==> config.mk <==
export PLATFORM = sky130hd
export DESIGN_NAME = adbus_slave
export DESIGN_NICKNAME = d
export VERILOG_FILES = /design/src/rtl/adbus_pkg.sv /design/src/rtl/adbus_sync.sv /design/src/rtl/adbus_cycle_dec.sv /design/src/rtl/adbus_regbank.sv /design/src/rtl/adbus_slave.sv
export SDC_FILE = /design/constraint.sdc
export NUM_CORES = 1
export LEC_CHECK = 0
export ABC_AREA = 1
export BUFFER_PORTS_ARGS = -buffer_cell sky130_fd_sc_hd__buf_2
export CAP_MARGIN = 20
export CORE_MARGIN = 4
export CORE_UTILIZATION = 45
export DETAILED_ROUTE_END_ITERATION = 8
export PLACE_DENSITY = 0.69
export SLEW_MARGIN = 15
export SYNTH_ARGS = -nofsm -noshare
export SYNTH_HDL_FRONTEND = slang
export SYNTH_SLANG_ARGS = --single-unit
==> constraint.sdc <==
create_clock -name clk -period 3.1 [get_ports clk]
set_input_delay 0.155 -clock clk [delete_from_list [all_inputs] [get_ports clk]]
set_output_delay 0.155 -clock clk [all_outputs]
set_load 0.1 [all_outputs]
==> src/rtl/adbus_pkg.sv <==
package adbus_pkg;
  localparam int unsigned ADW = 8;

  typedef struct packed {
    logic           ale;
    logic           cs_n;
    logic           rd_n;
    logic           wr_n;
    logic [ADW-1:0] ad;
  } pins_t;

  localparam int unsigned PINS_W = $bits(pins_t);

  localparam pins_t PINS_IDLE = '{ale: 1'b0, cs_n: 1'b1, rd_n: 1'b1, wr_n: 1'b1, ad: '0};
endpackage

==> src/rtl/adbus_sync.sv <==
module adbus_sync #(
  parameter int unsigned W      = 12,
  parameter int unsigned STAGES = 2,
  parameter logic [W-1:0] RST_VAL = '0
) (
  input  logic         clk,
  input  logic         rst_n,
  input  logic [W-1:0] d,
  output logic [W-1:0] q
);
  logic [W-1:0] stage_q [STAGES];

  always_ff @(posedge clk or negedge rst_n) begin
    if (!rst_n) stage_q[0] <= RST_VAL;
    else        stage_q[0] <= d;
  end

  for (genvar i = 1; i < STAGES; i++) begin : g_stage
    always_ff @(posedge clk or negedge rst_n) begin
      if (!rst_n) stage_q[i] <= RST_VAL;
      else        stage_q[i] <= stage_q[i-1];
    end
  end

  assign q = stage_q[STAGES-1];
endmodule

==> src/rtl/adbus_cycle_dec.sv <==
module adbus_cycle_dec
  import adbus_pkg::*;
(
  input  logic           clk,
  input  logic           rst_n,
  input  pins_t          pin_s,
  input  logic [ADW-1:0] rd_data,
  output logic [ADW-1:0] addr,
  output logic           wr_valid,
  output logic [ADW-1:0] wr_data,
  output logic           rd_take,
  output logic           rd_valid,
  output logic           oe,
  output logic [ADW-1:0] ad_out
);
  pins_t prev_q;
  logic  ale_fall;
  logic  wr_rise;
  logic  sel_now;
  logic  wr_ok;

  assign ale_fall = prev_q.ale & ~pin_s.ale;
  assign wr_rise  = ~prev_q.wr_n & pin_s.wr_n;
  assign sel_now  = ~pin_s.cs_n & ~pin_s.rd_n;
  assign wr_ok    = wr_rise & ~pin_s.cs_n & ~sel_now & ~oe;
  assign rd_take  = sel_now & ~oe;

  always_ff @(posedge clk or negedge rst_n) begin
    if (!rst_n) begin
      prev_q   <= PINS_IDLE;
      addr     <= '0;
      wr_valid <= 1'b0;
      wr_data  <= '0;
      rd_valid <= 1'b0;
      oe       <= 1'b0;
      ad_out   <= '0;
    end else begin
      prev_q   <= pin_s;
      wr_valid <= wr_ok;
      rd_valid <= rd_take;
      oe       <= sel_now;
      if (ale_fall) addr    <= pin_s.ad;
      if (wr_ok)    wr_data <= pin_s.ad;
      if (rd_take)  ad_out  <= rd_data;
    end
  end

  a_r2_addr_hold: assert property (@(posedge clk) disable iff (!rst_n)
    !(prev_q.ale && !pin_s.ale) |=> $stable(addr))
    else $error("a_r2_addr_hold");

  a_r3_wr_single: assert property (@(posedge clk) disable iff (!rst_n)
    wr_valid |=> !wr_valid)
    else $error("a_r3_wr_single");

  a_r7_rd_single: assert property (@(posedge clk) disable iff (!rst_n)
    rd_valid |=> !rd_valid)
    else $error("a_r7_rd_single");

  a_r6_oe_needs_cs: assert property (@(posedge clk) disable iff (!rst_n)
    pin_s.cs_n |=> !oe)
    else $error("a_r6_oe_needs_cs");

  a_r10_beats_exclusive: assert property (@(posedge clk) disable iff (!rst_n)
    !(wr_valid && rd_valid))
    else $error("a_r10_beats_exclusive");
endmodule

==> src/rtl/adbus_regbank.sv <==
module adbus_regbank
  import adbus_pkg::*;
#(
  parameter int unsigned NREG = 4
) (
  input  logic           clk,
  input  logic           rst_n,
  input  logic [ADW-1:0] addr,
  input  logic           wr_valid,
  input  logic [ADW-1:0] wr_data,
  input  logic           rd_take,
  input  logic [ADW-1:0] evt_in,
  output logic [ADW-1:0] rd_data
);
  localparam int unsigned NRW      = NREG - 1;
  localparam int unsigned STAT_IDX = NREG - 1;

  logic [ADW-1:0] rw_q [NRW];
  logic [ADW-1:0] stat_q;
  logic           stat_sel;
  logic           stat_clr;

  assign stat_sel = (addr == ADW'(STAT_IDX));
  assign stat_clr = rd_take & stat_sel;

  for (genvar i = 0; i < NRW; i++) begin : g_rw
    always_ff @(posedge clk or negedge rst_n) begin
      if (!rst_n)                                rw_q[i] <= '0;
      else if (wr_valid && addr == ADW'(i))      rw_q[i] <= wr_data;
    end
  end

  always_ff @(posedge clk or negedge rst_n) begin
    if (!rst_n)        stat_q <= '0;
    else if (stat_clr) stat_q <= evt_in;
    else               stat_q <= stat_q | evt_in;
  end

  always_comb begin
    rd_data = '0;
    for (int i = 0; i < NRW; i++) begin
      if (addr == ADW'(i)) rd_data = rw_q[i];
    end
    if (stat_sel) rd_data = stat_q;
  end

  a_r8_clear_on_read: assert property (@(posedge clk) disable iff (!rst_n)
    (stat_clr && evt_in == '0) |=> (stat_q == '0))
    else $error("a_r8_clear_on_read");

  a_r8_sticky: assert property (@(posedge clk) disable iff (!rst_n)
    !stat_clr |=> ((stat_q & $past(stat_q)) == $past(stat_q)))
    else $error("a_r8_sticky");
endmodule

==> src/rtl/adbus_slave.sv <==
module adbus_slave
  import adbus_pkg::*;
#(
  parameter int unsigned NREG        = 4,
  parameter int unsigned SYNC_STAGES = 2
) (
  input  logic           clk,
  input  logic           rst_n,
  input  logic           ale,
  input  logic           cs_n,
  input  logic           rd_n,
  input  logic           wr_n,
  input  logic [ADW-1:0] ad_in,
  output logic [ADW-1:0] ad_out,
  output logic           ad_oe,
  input  logic [ADW-1:0] evt_in,
  output logic [ADW-1:0] reg_addr,
  output logic           wr_valid,
  output logic [ADW-1:0] wr_data,
  output logic           rd_valid
);
  pins_t          pin_raw;
  pins_t          pin_s;
  logic [ADW-1:0] rd_data;
  logic           rd_take;

  assign pin_raw = '{ale: ale, cs_n: cs_n, rd_n: rd_n, wr_n: wr_n, ad: ad_in};

  adbus_sync #(
    .W       (PINS_W),
    .STAGES  (SYNC_STAGES),
    .RST_VAL (PINS_IDLE)
  ) u_sync (
    .clk   (clk),
    .rst_n (rst_n),
    .d     (pin_raw),
    .q     (pin_s)
  );

  adbus_cycle_dec u_dec (
    .clk      (clk),
    .rst_n    (rst_n),
    .pin_s    (pin_s),
    .rd_data  (rd_data),
    .addr     (reg_addr),
    .wr_valid (wr_valid),
    .wr_data  (wr_data),
    .rd_take  (rd_take),
    .rd_valid (rd_valid),
    .oe       (ad_oe),
    .ad_out   (ad_out)
  );

  adbus_regbank #(
    .NREG (NREG)
  ) u_bank (
    .clk      (clk),
    .rst_n    (rst_n),
    .addr     (reg_addr),
    .wr_valid (wr_valid),
    .wr_data  (wr_data),
    .rd_take  (rd_take),
    .evt_in   (evt_in),
    .rd_data  (rd_data)
  );
endmodule

# After elaboration in Yosys (flattened, before gate mapping)

Index checks and enable logic that the tools add are counted.

Equality and inequality tests: 3
Muxes and demuxes: 5
Bitwise gates (word level): 15
Reductions and logical operators: 4

Operators with widths:

| cell                                          | count |
|---|---|
| 2-to-1 mux 8 bit                              | 5 |
| == test 8 x 2 -> 1 bit, second input constant | 2 |
| AND 1 bit                                     | 8 |
| == test 8 x 1 -> 1 bit, second input constant | 1 |
| zero test 8 bit                               | 1 |
| bitwise OR 8 bit                              | 1 |
| NOT 1 bit                                     | 6 |
| logical AND 1 bit                             | 3 |

Bits in registers: 85
Logic and storage cells: 41

# Depth between registers and ports, before layout

Gate-level depths: netlist (run 1).

Word-level depth: 5
Mapped depth: 10
Depth with buffers taken out: 10

# Cells and area by module

Synthesis (run 1) repeated with hierarchy kept, for this count alone.

Cells, all modules: 334
Area total of the unflattened synthesis: 3,484.6 um2

By module, submodules not included:

| module          | instances | cells an instance | area an instance (um2) |
|---|---|---|---|
| adbus_regbank   | 1         | 182               | 1,641.6 |
| adbus_cycle_dec | 1         | 116               | 1,144.8 |
| adbus_sync      | 1         | 36                | 698.2 |

# Worst setup path after synthesis (run 1)

Ideal clock, no wire load.

Path type: reg2reg
Start: reg u_dec.addr[0]
End: reg u_bank.rw_q[13] (netlist bit)
Arrival: 1,980 ps
Path slack: 994 ps
Stages on the path, launching flop included: 9
Path buffers: 1
Cell sequence: dfrtp_1 > inv_1 > nor2_2 > nand2_1 > nor2_4 > nand2_4 > buf_6 > nand2_1 > o21ai_1

Longest elaborated chain between the ends: 2

Ends and longest elaborated chain:

| item                          | line                  | source |
|---|---|---|
| start, declared               | adbus_cycle_dec.sv:8  | `output logic [ADW-1:0] addr,` |
| start signal, assigned        | adbus_cycle_dec.sv:42 | `if (ale_fall) addr <= pin_s.ad;` |
| == test 8 x 1 -> 1 bit        | adbus_regbank.sv:29   | `else if (wr_valid && addr == ADW'(i)) rw_q[i] <= wr_data;` |
| logical AND 1 bit             | adbus_regbank.sv:29   |  |
| end signal, assigned by index | adbus_regbank.sv:29   |  |
| end, declared                 | adbus_regbank.sv:18   | `logic [ADW-1:0] rw_q [NRW];` |

No other way between the ends.
A chain may end at the register's enable or synchronous reset.

# Worst setup path in the final report (run 1)

Start: reg u_dec.addr[3]
End: reg u_bank.rw_q[2] (netlist bit)

Longest elaborated chain between the ends: 2

Ends and longest elaborated chain:

| item                   | line |
|---|---|
| == test 8 x 2 -> 1 bit | adbus_regbank.sv:29 |
| logical AND 1 bit      | adbus_regbank.sv:29 |

No other way between the ends.

==> results.yml, run 1 <==
outcome:
  status: "completed"
global_route:
  global_route_wire_length_before_repair_um: 10740
  global_route.overflow_total: 0
  grt_pass1_vias: 2380
  grt_max_degree: 86
  globalRouteTotalUtil_pct: 15.63
  grt_antenna_before_repair: 0
timing:
  finalSetupTns_ns: 0
  max_slew_headroom_pct: 60.70
  fin_max_slew_vios: 0
  post-route-period-util_pct: 54.31
  worst_skew_ns: 0.01418
  max_slew.worst_pin.slew_ns: 0.5888
  fin_crit_ns: 1.684
  grt_setup_unrepaired: "false"
  final.hold.worst_slack_ns: 0.02041
  final_hold_viol_count: 0
  clock.fmax_mhz: 594.0
  setup-violations-final: 0
finish:
  area.growth.synth_to_final_pct: 23.43
  final_nets: 425
  n_antenna_cell: 0
  final_common_cell: "nand2_1"
  layout.cells.most_common_list: "96 x nand2_1, 78 x dfrtp_1, 47 x buf_2"
  post_layout_nonfiller_instances: 507
  ratio_of_cells_with_drive_above_1_in_the_final_layout_pct: 23.04
placed_design:
  post-dp-hpwl_um: 4313
  port_buffers: 48
  gp_routability_congestion: 0.8771
  place_inst: 470
hold_path:
  hold_path.class: "primary input to flop"
  min_from: "evt_in[2]"
synthesis:
  portion_of_the_post_synthesis_area_used_by_sequential_elements_pct: 64.29
  netlist_area_mm2: 0.003322
  postSynthNetCount: 353
  syn_warnings: 0
  gate_count_of_the_mapped_netlist: 331
  postSynthAreaPerCell_um2: 10.04
  synth_cell_type_count: 25
  ys_ff_latch: 85
worst_setup_path:
  worst_ep_required_time_ns: 3.38
  worstSetupPathType: "flop to flop"
  worstSetupStartpointType: "flop"
  endpoint_kind: "flop"
  critical_path.startpoint: "u_dec.addr[3]$_DFFE_PN0P_"
  crit_arrival_ns: 1.96
  regToRegStartpoint: "u_dec.addr[3]$_DFFE_PN0P_"
  timing.critical_path.fanout_max: 16
clock_network:
  cts_htree_levels: 3
  tritoncts_clock_tree: "yes"
  tritoncts.num_buffers: 9
  insertion_delay_ns: 0.36
  root_buffer: "clkbuf_8"
  largest_buffer_count_on_any_clock_path: 2
  clkSinkCount: 85
  post_cts_resized: 0
  cts.repair_timing.setup_buffer_count: 0
  clk_pin_slew_worst_paths_ns: 0.08
detailed_routing:
  total_via_count_after_detailed_routing: 2334
  route.final.wire_length_um: 6221
  post-route-drc-count: 0
  postRouteAntennaNets: 0
  drtPass1Iterations: 4
  wl_per_cell_um: 12.27
  drt_iter0_drc: 111
  route.detailed.vias_per_inst: 4.604
floorplanning:
  pin_count: 49
  die_w_um: 93.92
  fp.dieH_um: 93.92
  floorplan.initialDensity_pct: 46.05
  core_mm2: 0.007214
  die_area_mm2: 0.008821
  core.rowCount: 31
pwr:
  power_per_cell_area_mw_per_mm2: 669.5
  vdd_drop_max_uv: 385.6
  power_leakage_uw: 0.002191
flow_run:
  maxCapViolations: 0
[cell type report]
type                       instances  area [µm²]
fill                             650        3114
multi-input combinational        191       952.2
sequential                        85        2136
tap                               99       123.9
inverter                          47       176.4
clock buffer                      11       141.4
timing repair buffer              69       462.9
clock inverter                     5       107.6
[synth_stat cells, drive strengths merged]
cell type / number / share of area (%)
o211ai: 7 / 1.6
inv: 47 / 5.3
buf: 5 / 1.4
dfrtp: 78 / 59
nand3: 5 / 0.90
nand2: 99 / 12
clkbuf: 3 / 0.34
o21ai: 33 / 5.6
nor3: 1 / 0.15
dfstp: 7 / 5.5
o21bai: 8 / 1.8
a21oi: 17 / 2.7
nor3b: 1 / 0.57
nor2: 20 / 3.6
[kinds of logic after synthesis]
| logic type | synth area share (%) |
|---|---|
| AND/OR/NAND/NOR | 16.95 |
| flip-flops | 64.29 |
| AO/OA/AOI/OAI | 11.71 |
| buffers and inverters | 7.043 |
[final timing paths]
check                           slack, ns                         end  cells past startpoint
worst max-delay path                 1.42  u_bank.rw_q[2]$_DFFE_PN0P_                      5
min in group asynchronous            0.33   u_dec.addr[6]$_DFFE_PN0P_                      2
worst min-delay path                 0.02  u_bank.stat_q[2]$_DFF_PN0_                      2
worst min register to register       0.35       u_sync.q[3]$_DFF_PN0_                      0
max in group asynchronous            2.12   u_dec.prev_q[8]$_DFF_PN1_                      3
worst max register to register       1.42  u_bank.rw_q[2]$_DFFE_PN0P_                      5
[state kept, by name (all words and copies together), names as in the netlist, 2 cells and up]
signal and cells:
u_bank.rw_q 24, u_sync.q 12, u_sync.stage_q 12, u_bank.stat_q 8
u_dec.ad_out 8, u_dec.addr 8, u_dec.wr_data 8, u_dec.prev_q 2
[worst max-delay path, stage by stage (launching register included)]
cell	delay [ns]
dfrtp_1	0.42
nor2_4	0.31
nand3_2	0.13
nor3b_4	0.53
nor2_1	0.09
a21oi_1	0.13
[timing repair]
item / in CTS / in global routing
hold buffers: 19 / 1
endpoints found under the setup margin: 0 / 0
endpoints found under the hold margin: 19 / 37
[per-layer routing]
layer  wire length (µm)  track usage (%)  share of wire, %
met2               2973            24.66                48
met3                391            6.170               6.3
met1               2730            19.87                44
met5                  0                0                 0
met4                126            4.813               2.0
[through the flow]
step           utilization, %  cell area [µm²]  total power [µW]  setup WS (ns)
2_1_floorplan               -             3322              1680         0.9945
3_5_place_dp            50.33             3631              1807          1.415
6_report                56.83             4100              2745          1.416
3_3_place_gp            50.33             3631              1797          1.461
5_1_grt                 56.83             4100              2868          1.206
4_1_cts                 56.42             4070              2775          1.396
[power by group]
part	internal, µW	switching [µW]	total [µW]
registers	1190	63.1	1250
clock network	562	382	944
logic	104	443	547
total	1860	888	2740
(Power assumes the default switching activity.)
==> inputs of run 2 (changes only) <==
--- a/config.mk
+++ b/config.mk
@@ -11,7 +11,7 @@
 export CORE_MARGIN = 4
 export CORE_UTILIZATION = 45
 export DETAILED_ROUTE_END_ITERATION = 8
-export PLACE_DENSITY = 0.69
+export PLACE_DENSITY = 0.72
 export SLEW_MARGIN = 15
 export SYNTH_ARGS = -nofsm -noshare
 export SYNTH_HDL_FRONTEND = slang
==> constraint.sdc (replaced) <==
create_clock -name clk -period 1.45 [get_ports clk]
set_input_delay 0.0725 -clock clk [delete_from_list [all_inputs] [get_ports clk]]
set_output_delay 0.0725 -clock clk [all_outputs]
set_load 0.1 [all_outputs]
==> run 2 against run 1 <==
The run now ends with setup timing left. Wire length grew 7.3%. Cell area up 7.1%. Clock skew is 0.0049 ns lower. Largest power group unchanged. Maximum frequency grew 13%. Sequential cell count is the same. Non-clock buffer count is 15 higher. Sequential share of layout area decreased by 2.8 points. First-iteration DRC count is 8.1% lower. Via count grew 4.3%. Core utilization grew 4.0 points. Sequential power grew 120%. Critical endpoint is now u_dec.ad_out[5]$_DFFE_PN0N_. Clock power up 100%.
==> results.yml, run 2 (synthesized netlist as in run 1, its figures left out) <==
outcome:
  status: "complete, but fails checks"
  violated_checks: "setup timing"
worst_setup_path:
  critical_path.cell_chain: "nor2_4 > buf_4 > buf_4 > a21oi_1 > nand2_2 > nand2_1 > inv_1 > nand2_1 > nand2_1 > nand2_1"
  r2r-end: "u_dec.ad_out[5]$_DFFE_PN0N_"
  crit_end: "u_dec.ad_out[5]$_DFFE_PN0N_"
  timing.critical_path.fanout_max: 6
  critPathBufInv: 3
  path_common_cell: "nand2_1"
  critical_path.startpoint: "u_dec.addr[2]$_DFFE_PN0P_"
  reg2reg_slack_ns: -0.04
  critical-path-slowest-cell: "dfrtp_4"
  cp_slowest_stage_delay_ns: 0.49
  endpoint_kind: "flop"
  worstSetupPathType: "flop to flop"
  worstSetupPathDepth: 10
  worst_ep_required_time_ns: 1.70
  regToRegStartpoint: "u_dec.addr[2]$_DFFE_PN0P_"
  critical-path-top-delay-family: "simple AND/OR/NAND/NOR gates"
  crit_arrival_ns: 1.74
  worst_r2r_path_depth: 10
  worstSetupStartpointType: "flop"
detailed_routing:
  met3_wirelength_um: 323
  met2RoutedLength_um: 3253
  postRouteAntennaNets: 0
  total_via_count_after_detailed_routing: 2434
  post-route-drc-count: 0
  route.detailed.vias_per_inst: 4.645
  route.top_layer_used: "met4"
  route.final.wire_length_um: 6678
  drt_iter0_drc: 102
  route.layer.met1.wl_um: 2989
  drtPass1Iterations: 4
  wl_per_cell_um: 12.74
global_route:
  grt_pass1_vias: 2459
  globalRouteTotalUtil_pct: 16.62
  grt_max_degree: 34
  grt_antenna_before_repair: 0
  global_route.overflow_total: 0
  global_route_wire_length_before_repair_um: 11460
pwr:
  combPwrFrac_pct: 22.1
  switching_share_pct: 33.63
  share_clk_of_total_power_pct: 32.1
  fin_total_pwr_uw: 5913
  p_int_uw: 3924
  power_leakage_uw: 0.002282
  p_seq_share_pct: 45.8
  p_sw_uw: 1988
  power_per_cell_area_mw_per_mm2: 1347
  vdd_drop_max_uv: 878.8
flow_run:
  maxCapViolations: 0
timing:
  fin_crit_ns: 1.493
  setup-violations-final: 18
  clock.fmax_mhz: 669.8
  grt_setup_unrepaired: "true"
  final.hold.worst_slack_ns: 0.2025
  final_hold_viol_count: 0
  post-route-period-util_pct: 103.0
  worst_skew_ns: 0.009313
  postLayoutSetupSlackWorst_ns: -0.04303
  max_slew_headroom_pct: 67.00
  max_slew.worst_pin.slew_ns: 0.4985
  fin_max_slew_vios: 0
clock_network:
  tritoncts_clock_tree: "yes"
  clkSinkCount: 85
  cts_htree_levels: 3
  insertion_delay_ns: 0.36
  tritoncts.num_buffers: 9
  root_buffer: "clkbuf_8"
  largest_buffer_count_on_any_clock_path: 2
  clk_pin_slew_worst_paths_ns: 0.08
finish:
  final_common_cell: "nand2_1"
  max_reg_flops: 24
  layout.cells.most_common_list: "90 x nand2_1, 68 x dfrtp_1, 46 x buf_2"
  largest_register: "u_bank.rw_q"
  post_layout_nonfiller_instances: 524
  n_antenna_cell: 0
  area.growth.synth_to_final_pct: 32.17
  final_area_mm2: 0.004390
  ratio_of_cells_with_drive_above_1_in_the_final_layout_pct: 33.88
  final_nets: 442
floorplanning:
  core_mm2: 0.007214
  floorplan.initialDensity_pct: 46.05
  core.rowCount: 31
  die_w_um: 93.92
  die_area_mm2: 0.008821
  pin_count: 49
  fp.dieH_um: 93.92
placed_design:
  detailed_place.area_mm2: 0.003811
  post-dp-hpwl_um: 4660
  gp_routability_congestion: 0.8447
  place_inst: 481
  port_buffers: 48
hold_path:
  hold_path.class: "primary input to async pin"
-- run 2: area by class of cell --
class	count	area, µm²
clock buffer	11	151.4
clock inverter	5	82.58
fill	587	2824
inverter	47	178.9
multi-input combinational	193	1075
sequential	85	2166
tap	99	123.9
timing repair buffer	84	613.1
-- run 2: layer usage --
layer	global-route usage, %	vias up
met2	25.84	56
met4	5.415	0
met3	5.128	12
li1	-	1214
met5	0	-
met1	22.27	1152
-- run 2: how the worst min path moves through the flow --
stage | start | end | slack [ns] | cells after the start
finish | rst_n | u_bank.stat_q[4]$_DFF_PN0_ | 0.20 | 2
global route | rst_n | u_sync.stage_q[17]$_DFF_PN0_ | 0.24 | 2
CTS | rst_n | u_bank.stat_q[4]$_DFF_PN0_ | 0.21 | 2
detailed placement | rst_n | u_bank.stat_q[4]$_DFF_PN0_ | 0.05 | 1
global placement | rst_n | u_bank.stat_q[4]$_DFF_PN0_ | 0.05 | 1
floorplan | rst_n | u_bank.rw_q[0]$_DFFE_PN0P_ | -0.22 | 0
-- run 2: power groups by stage --
stage	sequential [µW]	clock, µW	combinational [µW]
detailed placement	2750	0	1210
finish	2710	1900	1310
floorplan	3330	0	309
global route	2730	2060	1400
CTS	2700	1940	1280
global placement	2740	0	1190
-- run 2: timing repair --
action | 4_1_cts | 5_1_grt
cloned | 2 | 0
endpoints found under the hold margin | 51 | 0
pin swaps | 3 | 6
setup buffers | 2 | 2
resized for setup | 3 | 21
setup endpoints to repair | 21 | 38
hold buffers | 21 | 0
-- run 2: metrics by stage --
step	worst slack, ns	utilization (%)	TNS [ns]
after global placement	-0.01914	52.83	-0.1165
final	-0.04303	60.86	-0.3942
after CTS	0.004955	59.68	0
after floorplan	-0.1862	-	-3.670
after global routing	-0.1695	60.86	-4.121
after detailed placement	-0.05668	52.83	-0.4724
